`src/rtl/tbr_pkg.sv`:
```
package tbr_pkg;
  typedef enum logic [1:0] {ST_IDLE, ST_ACT, ST_REL} tbr_state_e;
  localparam int unsigned DEVSEL_FAST = 0;
  localparam int unsigned DEVSEL_MED  = 1;
  localparam int unsigned DEVSEL_SLOW = 2;
endpackage

```
`src/rtl/tbr_devsel_timer.sv`:
```
module tbr_devsel_timer #(
  parameter int unsigned DLY = tbr_pkg::DEVSEL_SLOW
) (
  input  logic clk_i,
  input  logic rst_ni,
  input  logic start_i,
  input  logic clear_i,
  output logic on_d_o,
  output logic on_o
);
  localparam int unsigned CW = (DLY < 2) ? 1 : $clog2(DLY + 1);

  logic [CW-1:0] cnt_q, cnt_d;
  logic          pend_q, pend_d, on_q, on_d;

  always_comb begin
    on_d   = on_q;
    pend_d = pend_q;
    cnt_d  = cnt_q;
    if (clear_i) begin
      on_d   = 1'b0;
      pend_d = 1'b0;
    end else if (start_i) begin
      if (DLY == 0) on_d = 1'b1;
      else begin
        pend_d = 1'b1;
        cnt_d  = CW'(DLY - 1);
      end
    end else if (pend_q) begin
      if (cnt_q == '0) begin
        on_d   = 1'b1;
        pend_d = 1'b0;
      end else cnt_d = cnt_q - 1'b1;
    end
  end

  always_ff @(posedge clk_i or negedge rst_ni) begin
    if (!rst_ni) begin
      cnt_q  <= '0;
      pend_q <= 1'b0;
      on_q   <= 1'b0;
    end else begin
      cnt_q  <= cnt_d;
      pend_q <= pend_d;
      on_q   <= on_d;
    end
  end

  assign on_d_o = on_d;
  assign on_o   = on_q;

  // assertion happens exactly DLY+1 edges after the start pulse
  p_devsel_delay_r3: assert property (@(posedge clk_i) disable iff (!rst_ni)
    $rose(on_q) |-> $past(start_i, DLY + 1));
endmodule

```
`src/rtl/tbr_prefetch.sv`:
```
module tbr_prefetch #(
  parameter int unsigned DW = 32
) (
  input  logic          clk_i,
  input  logic          rst_ni,
  input  logic          act_i,
  input  logic          end_i,
  input  logic          rdy_i,
  input  logic          irdy_n_i,
  input  logic [DW-1:0] data_i,
  output logic          xfer_o,
  output logic          done_o,
  output logic          trdy_n_o,
  output logic [DW-1:0] ad_o
);
  logic          rdy1_q, hv_q, hv_d, trdy_q;
  logic [DW-1:0] hold_q;
  logic          done, xfer;

  assign done = trdy_q & ~irdy_n_i;
  // fetch when the slot is free or is being emptied this cycle
  assign xfer = act_i & rdy1_q & (~hv_q | done);
  assign hv_d = end_i ? 1'b0 : (xfer | (hv_q & ~done));

  always_ff @(posedge clk_i or negedge rst_ni) begin
    if (!rst_ni) begin
      rdy1_q <= 1'b0;
      hv_q   <= 1'b0;
      trdy_q <= 1'b0;
      hold_q <= '0;
    end else begin
      rdy1_q <= act_i & rdy_i;
      hv_q   <= hv_d;
      trdy_q <= act_i & ~end_i & rdy_i & rdy1_q & hv_d;
      if (xfer) hold_q <= data_i;
    end
  end

  assign xfer_o   = xfer;
  assign done_o   = done;
  assign trdy_n_o = ~trdy_q;
  assign ad_o     = hold_q;

  p_trdy_hist_r6: assert property (@(posedge clk_i) disable iff (!rst_ni)
    !trdy_n_o |-> ($past(act_i && rdy_i, 1) && $past(act_i && rdy_i, 2)));
  p_ad_hold_r6: assert property (@(posedge clk_i) disable iff (!rst_ni)
    (trdy_q && irdy_n_i && act_i) |=> $stable(ad_o));
  p_xfer_act_r5: assert property (@(posedge clk_i) disable iff (!rst_ni)
    xfer_o |-> act_i);
endmodule

```
`src/rtl/tbr_seq.sv`:
```
module tbr_seq #(
  parameter int unsigned DW         = 32,
  parameter int unsigned DEVSEL_DLY = tbr_pkg::DEVSEL_SLOW
) (
  input  logic          clk_i,
  input  logic          rst_ni,
  input  logic          frame_n_i,
  input  logic          irdy_n_i,
  input  logic          hit_i,
  input  logic          be_rdy_i,
  input  logic [DW-1:0] be_data_i,
  output logic          be_xfer_o,
  output logic          be_active_o,
  output logic [DW-1:0] ad_o,
  output logic          ad_oe_o,
  output logic          devsel_n_o,
  output logic          trdy_n_o,
  output logic          ctl_oe_o
);
  import tbr_pkg::*;

  tbr_state_e st_q, st_d;
  logic       start, end_now, act, done;
  logic       dev_on, dev_on_d, ad_oe_q;

  assign act     = (st_q == ST_ACT);
  assign start   = (st_q == ST_IDLE) & hit_i;
  assign end_now = act & done & frame_n_i;

  always_comb begin
    st_d = st_q;
    unique case (st_q)
      ST_IDLE: if (start)   st_d = ST_ACT;
      ST_ACT:  if (end_now) st_d = ST_REL;
      ST_REL:               st_d = ST_IDLE;
      default:              st_d = ST_IDLE;
    endcase
  end

  always_ff @(posedge clk_i or negedge rst_ni) begin
    if (!rst_ni) begin
      st_q    <= ST_IDLE;
      ad_oe_q <= 1'b0;
    end else begin
      st_q    <= st_d;
      // act already set implies the turnaround cycle has passed
      ad_oe_q <= act & ~end_now & dev_on_d;
    end
  end

  tbr_devsel_timer #(.DLY(DEVSEL_DLY)) i_timer (
    .clk_i  (clk_i),
    .rst_ni (rst_ni),
    .start_i(start),
    .clear_i(end_now),
    .on_d_o (dev_on_d),
    .on_o   (dev_on)
  );

  tbr_prefetch #(.DW(DW)) i_prefetch (
    .clk_i   (clk_i),
    .rst_ni  (rst_ni),
    .act_i   (act),
    .end_i   (end_now),
    .rdy_i   (be_rdy_i),
    .irdy_n_i(irdy_n_i),
    .data_i  (be_data_i),
    .xfer_o  (be_xfer_o),
    .done_o  (done),
    .trdy_n_o(trdy_n_o),
    .ad_o    (ad_o)
  );

  assign be_active_o = act;
  assign ad_oe_o     = ad_oe_q;
  assign devsel_n_o  = ~dev_on;
  assign ctl_oe_o    = dev_on | (st_q == ST_REL);

  p_active_r2: assert property (@(posedge clk_i) disable iff (!rst_ni)
    (st_q == ST_IDLE && hit_i) |=> be_active_o);
  p_turnaround_r4: assert property (@(posedge clk_i) disable iff (!rst_ni)
    (!be_active_o && !ctl_oe_o && hit_i) |=> !ad_oe_o);
  p_release_r8: assert property (@(posedge clk_i) disable iff (!rst_ni)
    (be_active_o && !trdy_n_o && !irdy_n_i && frame_n_i) |=>
      (devsel_n_o && trdy_n_o && ctl_oe_o && !ad_oe_o && !be_active_o && !be_xfer_o));
  p_float_r9: assert property (@(posedge clk_i) disable iff (!rst_ni)
    (ctl_oe_o && devsel_n_o && !be_active_o) |=> !ctl_oe_o);
  p_trdy_devsel_r11: assert property (@(posedge clk_i) disable iff (!rst_ni)
    !trdy_n_o |-> !devsel_n_o);
endmodule

```
`config.mk`:
```
export PLATFORM = sky130hd
export DESIGN_NAME = tbr_seq
export DESIGN_NICKNAME = d
export VERILOG_FILES = /design/src/rtl/tbr_pkg.sv /design/src/rtl/tbr_devsel_timer.sv /design/src/rtl/tbr_prefetch.sv /design/src/rtl/tbr_seq.sv
export SDC_FILE = /design/constraint.sdc
export NUM_CORES = 1
export LEC_CHECK = 0
export BUFFER_PORTS_ARGS = -buffer_cell sky130_fd_sc_hd__buf_2
export CORE_ASPECT_RATIO = 0.9
export CORE_MARGIN = 2
export CORE_UTILIZATION = 30
export CTS_BUF_LIST = sky130_fd_sc_hd__clkbuf_16
export CTS_CLUSTER_DIAMETER = 80
export DETAILED_ROUTE_END_ITERATION = 10
export PLACE_DENSITY_LB_ADDON = 0.08
export SYNTH_ARGS = -nofsm -noshare
export SYNTH_HDL_FRONTEND = slang
export SYNTH_SLANG_ARGS = --single-unit
```
`constraint.sdc`:
```
create_clock -name clk_i -period 1.95 [get_ports clk_i]
set_input_delay 0.195 -clock clk_i [delete_from_list [all_inputs] [get_ports clk_i]]
set_output_delay 0.195 -clock clk_i [all_outputs]
set_load 0.03 [all_outputs]
```
==> results of run 1 <==
==> stage by stage <==
stage | total power, uW | setup slack (ps) | area (sq um) | hold WS, ps
after global routing | 4451 | 161.6 | 2257 | 31.41
after detailed placement | 3489 | 463.7 | 2125 | 303.1
after floorplan | 2910 | 424.5 | 1677 | -100.6
after global placement | 3436 | 509.0 | 2125 | 289.5
after CTS | 4253 | 237.0 | 2257 | 6.868
final | 4170 | 261.6 | 2257 | -22.77
==> synthesized netlist by cell type, types with 2 or more instances <==
| cell | n | share of area [%] |
|---|---|---|
| inv_1 | 5 | 1.1 |
| nand2b_1 | 2 | 0.75 |
| mux2_2 | 28 | 19 |
| nor2_1 | 3 | 0.67 |
| mux2_1 | 4 | 2.7 |
| nand3_1 | 3 | 0.90 |
| nand2_1 | 4 | 0.90 |
| buf_6 | 3 | 2.0 |
| dfrtp_1 | 42 | 63 |
==> where the power goes <==
| part | total, uW | switching (uW) | internal [uW] | leakage, uW |
|---|---|---|---|---|
| Clock | 734 | 278 | 456 | 0.0000723 |
| Sequential | 1500 | 208 | 1290 | 0.000491 |
| Combinational | 1940 | 1230 | 705 | 0.000545 |
==> sequential cells by signal, indices dropped and copies added (netlist names) <==
register	cells
i_prefetch.hv_q	1
ad_oe_o	1
i_prefetch.rdy1_q	1
i_prefetch.ad_o	32
i_prefetch.trdy_q	1
i_timer.pend_q	1
st_q	2
i_timer.on_o	1
i_timer.cnt_q	2
==> area by class of cell <==
cell class,count,area [sq um]
clock buffer,5,125.1
timing repair buffer,78,397.9
sequential,42,1051
multi-input combinational,61,573.1
clock inverter,2,7.507
fill,515,3060
tap,67,83.83
inverter,5,18.77
==> kinds of logic (layout without fill, tap and decap cells) <==
kind of cell    count (synthesis)  after routing
flops                          42             42
mux                            32             32
simple gates                   21             21
buf+inv                         8             90
compound gates                  7              7
fa+ha+maj                       1              1
==> metal layers <==
layer	share of wire [%]	GRT usage, %
met2	52	21.51
met1	40	12.97
met5	0	0
met4	0	3.279
met3	7.4	4.715
==> worst paths after layout <==
path	startpoint	endpoint	slack, ps	cells past startpoint
min in group clk_i	be_rdy_i	i_prefetch.trdy_q	140	3
max in group asynchronous	rst_ni	i_prefetch.ad_o[30]	1610	2
setup reg to reg	st_q[1]	i_prefetch.ad_o[29]	470	4
setup / recovery	st_q[1]	be_xfer_o	260	4
hold / removal	rst_ni	i_prefetch.ad_o[9]	-20	2
hold reg to reg	i_prefetch.ad_o[23]	i_prefetch.ad_o[23]	480	1
==> critical path, stage by stage (launching register included) <==
cell and delay, ps:
dfrtp_1 430, nand3b_4 190, a21oi_4 120, buf_4 250, buf_2 240
==> flow_summary.toml, run 1 <==
[place]
dpl.cell_count = 253
gp_congestion = 0.7862
io_buffers = 75
dp_hpwl_um = 2625

[clocking]
clkTransAtPathRegs_ps = 50
cts_sinks = 42
cts_hold_buffers = 0
post_cts_buffers = 0
clock-root-buffer = "clkbuf_16"
ctsResizeCount = 0
tritoncts = "done"
insertion_delay_ps = 270
clockBufferDepth = 2
cts_made_buffers = 5
h-tree-depth = 2

[cells_and_area]
final_cell_mix = "75 x buf_2, 42 x dfrtp_1, 28 x mux2_2, 7 x inv_1, 5 x clkbuf_16"
final_util_pct = 42.45
drive_gt1_share_pct = 59.59
final_common_cell = "buf_2"
final_nets = 232
insertedDiodeCount = 0
instances_no_fill = 260
areaGrowthSynthToFinish_pct = 34.63

[sta]
fin_crit_ps = 1688
finalCritPeriodShare_pct = 86.58
setup_violations = 0
max-slew-margin-rel_pct = 65.70
finClkSkew_ps = 4.614
tightest_slew_ps = 514.6
grt_setup_unrepaired = "no"
slew_viol_final = 0
max_freq_ghz = 0.5923
hold_violations = 42
fin_tns_setup_ps = 0
hold_slack_ps = -22.77

[global_routing]
grt_max_degree = 43
antenna_found_initial = 0
grt_pass1_wl_um = 5733
grt_pass1_vias = 1236
grt.total_usage_pct = 11.75
overflow = 0

[synthesis]
yosys.area_share.xor_xnor_pct = 0
ys_seq_area_share_pct = 62.69
syn-cell-area_sq_mm = 0.001677
synth_top_family_by_area = "multiplexers"
synth-compound-area-share_pct = 3.881
synth_ff_type = "dfrtp_1"
synth_area_per_cell_sq_um = 15.10
synth_edf_count = 0
synth_fa_ha_area_share_pct = 0.7463
ys_types = 26
synth-seq-cells = 42
async_reset_ff_share_pct = 100.0
synth_nets = 150
muxShareOfSynthArea_pct = 21.49
yosys.area_share.simple_pct = 8.060
synth_warnings = 0
synthCells = 111

[floorplanning]
rows = 25
core_area_sq_mm = 0.005318
die_h_um = 74.92
initial_core_util_pct = 31.53
die_area_sq_mm = 0.006203
pin_count = 76
die_w_um = 82.80

[route]
ant_nets = 0
first_iter_violations = 16
first_pass_iters = 4
via_per_inst = 4.435
vias = 1153
wl_um = 3382
wl_per_cell_um = 13.01
drcViolationCount = 0

[critical_path]
cp.arrival_ps = 1490
cp-end-kind = "output pin"
crit_fanout = 16
start_kind = "register"
required_ps = 1750
worst-setup-path-type = "register to output pin"

[power]
ir_worst_vdd_v = 0.0006563
power.density_mw_per_mm2 = 1848
leakagePower_uw = 0.001108

[job]
max_cap_viol_count = 0

[min_path]
hold_path.class = "primary input to asynchronous set/reset pin"

[outcome]
outcome = "finished with violations"
violations = "negative hold slack"
No activity file was read; power rests on OpenSTA's default activity.
==> run 2, diff against run 1 <==
--- a/config.mk
+++ b/config.mk
@@ -6,7 +6,6 @@
 export NUM_CORES = 1
 export LEC_CHECK = 0
 export BUFFER_PORTS_ARGS = -buffer_cell sky130_fd_sc_hd__buf_2
-export CORE_ASPECT_RATIO = 0.9
 export CORE_MARGIN = 2
 export CORE_UTILIZATION = 30
 export CTS_BUF_LIST = sky130_fd_sc_hd__clkbuf_16
==> run 2 against run 1 <==
Effect of this change:
- the flow now finishes without violations
- final area about the same
- count of clock-buffer cells in the layout unchanged
- sequential power about the same
- first-iteration DRC count unchanged
- via count increased by 3.3%
- non-clock buffer count decreased by 1
- highest routed layer is now met4
- die area about the same
- sequential share of layout area about the same
- largest power group unchanged
- utilization decreased by 0.97 points
- largest cell class unchanged
==> flow_summary.toml, run 2 (synthesis results as in run 1) <==
[clocking]
cts_made_buffers = 5
insertion_delay_ps = 270
clockBufferDepth = 2
cts_hold_buffers = 0
clock-root-buffer = "clkbuf_16"
tritoncts = "done"
post_cts_buffers = 0
ctsResizeCount = 0
cts_sinks = 42
clkTransAtPathRegs_ps = 50
h-tree-depth = 2

[sta]
max_freq_ghz = 0.5784
slew_viol_final = 0
grt_setup_unrepaired = "no"
tightest_slew_ps = 919.7
layout_setup_ws_ps = 221.2
fin_tns_setup_ps = 0
finalCritPeriodShare_pct = 88.66
setup_violations = 0
hold_violations = 0
finClkSkew_ps = 4.612
hold_slack_ps = 59.58
fin_crit_ps = 1729
max-slew-margin-rel_pct = 38.69

[min_path]
hold_path.class = "primary input to asynchronous set/reset pin"

[global_routing]
overflow = 0
grt.total_usage_pct = 12.11
grt_max_degree = 43
grt_pass1_vias = 1260
antenna_found_initial = 0
grt_pass1_wl_um = 5782

[place]
gp_congestion = 0.7273
io_buffers = 75
dp_hpwl_um = 2605
placed_cell_area_sq_mm = 0.002123
dpl_worst_slack_ps = 447.3

[cells_and_area]
insertedDiodeCount = 0
final_common_cell = "buf_2"
largest_reg_flops = 32
areaGrowthSynthToFinish_pct = 34.55
drive_gt1_share_pct = 59.38
final_nets = 231
fin_area_sq_mm = 0.002256
final_cell_mix = "75 x buf_2, 42 x dfrtp_1, 28 x mux2_2, 7 x inv_1, 5 x clkbuf_16"

[power]
power.density_mw_per_mm2 = 1851
power.total_uw = 4176
leakagePower_uw = 0.001103
ir_worst_vdd_v = 0.0006914

[critical_path]
cp.arrival_ps = 1530
crit_slowest_cell = "dfrtp_1"
crit_fanout = 18
cp-end-kind = "output pin"
required_ps = 1750
worst-setup-path-type = "register to output pin"
start_kind = "register"
critPathTopFamily = "buffers and inverters"
slowest_delay_ps = 430
path_cells = "nand3b_4 > a21oi_4 > buf_4 > buf_2"
cp_num_buf_inv = 2

[floorplanning]
rows = 27
die_h_um = 78.76
core_area_sq_mm = 0.005439
initial_core_util_pct = 30.83
die_area_sq_mm = 0.006202
die_w_um = 78.76
pin_count = 76

[job]
max_cap_viol_count = 0

[outcome]
outcome = "finished, final reports clean"

[route]
ant_nets = 0
drcViolationCount = 0
vias = 1191
first_iter_violations = 16
wl_um = 3452
wl_per_cell_um = 13.08
first_pass_iters = 3
via_per_inst = 4.511
## run 2: cell types whose count changed in the layout (fill, tap and decap cells not counted)
| cell | before | now |
|---|---|---|
| buf_4 | 3 | 2 |
## run 2: final timing paths
check,from,endpoint,slack (ps),depth (start not counted)
max in group asynchronous,rst_ni,i_prefetch.ad_o[15],1320,1
hold / removal,rst_ni,i_prefetch.ad_o[9],60,1
min in group clk_i,be_data_i[31],i_prefetch.ad_o[31],140,2
hold reg to reg,i_prefetch.ad_o[23],i_prefetch.ad_o[23],490,1
setup / recovery,st_q[1],be_xfer_o,220,4
setup reg to reg,st_q[1],i_prefetch.ad_o[13],450,4
## run 2: where the power goes
group	switching (uW)	internal, uW	leakage (uW)
Clock	290	457	0.0000723
Combinational	1230	704	0.000540
Sequential	205	1290	0.000491
Total	1720	2450	0.00110
## run 2: worst register-to-register path, stage by stage (launching register included)
cell and delay, ps:
dfrtp_1 430, nand3b_4 190, a21oi_4 120, buf_4 270
mux2_2 370
## run 2: area by class of cell
class	instances	area (sq um)
inverters	5	18.77
repair buffers	77	390.4
fillers	526	3183
well taps	72	90.09
flip-flops and latches	42	1051
clock inverters	2	7.507
clock buffers	5	125.1
multi-input cells	61	573.1
## run 2: metrics by stage
step                      std cells  utilization, %
after global placement          257           39.04
after global routing            264           41.48
final                           264           41.48
after CTS                       264           41.48
after floorplan                 111               -
after detailed placement        257           39.04
## run 2: routing by layer
| layer | routed length [um] | up-vias | track usage (%) |
|---|---|---|---|
| li1 | - | 550 | - |
| met1 | 1401 | 593 | 14.13 |
| met3 | 282 | 2 | 4.318 |
| met5 | 0 | - | 0 |
| met4 | 15 | 0 | 4.737 |
| met2 | 1753 | 46 | 20.34 |
==> run 3, diff against run 2 <==
--- a/config.mk
+++ b/config.mk
@@ -8,10 +8,10 @@
 export BUFFER_PORTS_ARGS = -buffer_cell sky130_fd_sc_hd__buf_2
 export CORE_MARGIN = 2
 export CORE_UTILIZATION = 30
-export CTS_BUF_LIST = sky130_fd_sc_hd__clkbuf_16
 export CTS_CLUSTER_DIAMETER = 80
 export DETAILED_ROUTE_END_ITERATION = 10
 export PLACE_DENSITY_LB_ADDON = 0.08
 export SYNTH_ARGS = -nofsm -noshare
 export SYNTH_HDL_FRONTEND = slang
+export SYNTH_HIERARCHICAL = 1
 export SYNTH_SLANG_ARGS = --single-unit
==> run 3 against run 2 <==
Effect of this change:
- hold slack gained 74 ps
- sequential share of layout area shrank 0.84 points
- synthesized cell count grew 1.8%
- combinational power shrank 4%
- non-clock buffer count grew 3
- via count is essentially flat
- critical path depth grew 1
- critical path type unchanged
- largest power group unchanged
==> flow_summary.toml, run 3 <==
[critical_path]
cp_num_buf_inv = 2
crit_fanout = 17
start_kind = "register"
required_ps = 1750
cp-end-kind = "output pin"
slowest_delay_ps = 440
critPathTopFamily = "flip-flops"
crit_slowest_cell = "dfrtp_1"
path_cells = "nor2b_4 > nand2_1 > a21oi_4 > buf_6 > buf_2"
cp.arrival_ps = 1620
cp-startpoint = "st_q[1]"
r2r-start = "st_q[1]"
worst-setup-path-type = "register to output pin"

[clocking]
clock-root-buffer = "clkbuf_8"
insertion_delay_ps = 290
clkTransAtPathRegs_ps = 80
h-tree-depth = 2
cts_sinks = 42
cts_made_buffers = 5
clockBufferDepth = 2
tritoncts = "done"

[sta]
slew_viol_final = 0
setup_violations = 0
max_freq_ghz = 0.5506
finClkSkew_ps = 5.919
finalCritPeriodShare_pct = 93.13
tightest_slew_ps = 477.3
fin_tns_setup_ps = 0
hold_slack_ps = 133.8
hold_violations = 0
grt_setup_unrepaired = "no"
max-slew-margin-rel_pct = 68.18
fin_crit_ps = 1816

[route]
ant_nets = 0
first_iter_violations = 30
wl_um = 3428
vias = 1190
drcViolationCount = 0
wl_per_cell_um = 12.74
first_pass_iters = 4
via_per_inst = 4.424

[floorplanning]
die_area_sq_mm = 0.006273
core_area_sq_mm = 0.005473
initial_core_util_pct = 31.00
die_h_um = 79.20
rows = 27
die_w_um = 79.20
pin_count = 76

[synthesis]
synth-seq-cells = 42
syn-cell-area_sq_mm = 0.001697
ys_types = 22
synth_top_area_share_pct = 61.95
synth_top_cells_by_count = "42 x dfrtp_1, 32 x mux2_2, 7 x inv_1, 5 x nor2_1, 4 x nand2_1"
synth_warnings = 6
synth_fa_ha_area_share_pct = 0.7375
synthCells = 113
synth.most_common_cell = "dfrtp_1"
synth_top_family_by_area = "multiplexers"
yosysTopAreaCell = "dfrtp_1"
synth_nets = 152
yosys-top-cells-area = "dfrtp_1 62%, mux2_2 21%, buf_6 2.0%"
yosys.area_share.xor_xnor_pct = 0
synth_edf_count = 0
muxShareOfSynthArea_pct = 21.83
synth-compound-area-share_pct = 3.466
synth_ff_type = "dfrtp_1"
synth_area_per_cell_sq_um = 15.01
yosys.area_share.simple_pct = 8.481
async_reset_ff_share_pct = 100.0
ys_seq_area_share_pct = 61.95

[global_routing]
antenna_found_initial = 0
grt.total_usage_pct = 11.34
grt_pass1_wl_um = 5492
grt_max_degree = 24
overflow = 0
grt_pass1_vias = 1215

[place]
io_buffers = 75
gp_congestion = 0.8294
dp_hpwl_um = 2682
dpl.cell_count = 261
placed_cell_area_sq_mm = 0.002171

[cells_and_area]
largest_reg_flops = 32
areaGrowthSynthToFinish_pct = 35.40
instances_no_fill = 269
final_cell_mix = "75 x buf_2, 42 x dfrtp_1, 32 x mux2_2, 7 x inv_1, 6 x clkbuf_8"
final_nets = 236
insertedDiodeCount = 0
final_common_cell = "buf_2"
fin_area_sq_mm = 0.002297
drive_gt1_share_pct = 62.94

[min_path]
hold_path.class = "primary input to register"
min_from = "be_data_i[29]"

[outcome]
outcome = "finished, final reports clean"

[power]
ir_worst_vdd_v = 0.0006793
leakagePower_uw = 0.001110
power.density_mw_per_mm2 = 1744
power.total_uw = 4007

[job]
max_cap_viol_count = 0
-- run 3: cell types whose count changed after synthesis, moves of 3 or more --
cell     change
mux2_1       -4
mux2_2       +4
and3_1       +3
nand3_1      -3
-- run 3: metal layers --
layer	track usage (%)	routed length (um)	vias up
met5	0	0	-
met4	4.138	44	0
met3	3.977	298	6
met2	20.08	1766	46
met1	12.50	1320	581
li1	-	-	557
-- run 3: worst paths after layout --
| path | endpoint | slack, ps | cells past startpoint |
|---|---|---|---|
| min in group asynchronous | i_prefetch/ad_o[27] | 420 | 2 |
| hold reg to reg | i_prefetch/ad_o[20] | 500 | 1 |
| setup / recovery | be_xfer_o | 130 | 5 |
| max in group asynchronous | i_prefetch/ad_o[31] | 1050 | 3 |
| setup reg to reg | i_prefetch/ad_o[30] | 330 | 5 |
| hold / removal | i_prefetch/ad_o[29] | 130 | 2 |
-- run 3: cell families (layout without fill, tap and decap cells) --
group / Yosys count / in the layout
adder cells (fa/ha/maj): 1 / 1
buffers and inverters: 10 / 94
AO/OA/AOI/OAI: 7 / 7
AND/OR/NAND/NOR: 20 / 20
flip-flops: 42 / 42
multiplexers: 33 / 33
-- run 3: area by class of cell --
type                            count  area (sq um)
Clock buffer                        6         82.58
Clock inverter                      1         30.03
Fill cell                         538          3176
Inverter                            7         26.28
Multi-Input combinational cell     61         585.6
Sequential cell                    42          1051
Tap cell                           72         90.09
Timing Repair Buffer               80         431.7
-- run 3: stage by stage --
step	setup slack, ps	util, %
after CTS	50.77	41.91
after global placement	392.1	39.67
final	133.9	41.98
after floorplan	242.2	-
after detailed placement	322.3	39.67
after global routing	5.181	41.98
-- run 3: what timing repair did --
item / 4_1_cts / 5_1_grt
setup endpoints to repair: 0 / 1
gates resized for setup: 0 / 1
hold endpoints to repair: 19 / 0
hold buffers: 1 / 0
setup buffers: 0 / 0
-- run 3: power by group --
part / internal [uW] / switching (uW) / leakage, uW
Combinational: 679 / 1170 / 0.000560
Clock: 410 / 277 / 0.0000573
Sequential: 1270 / 197 / 0.000492
Total: 2360 / 1650 / 0.00111
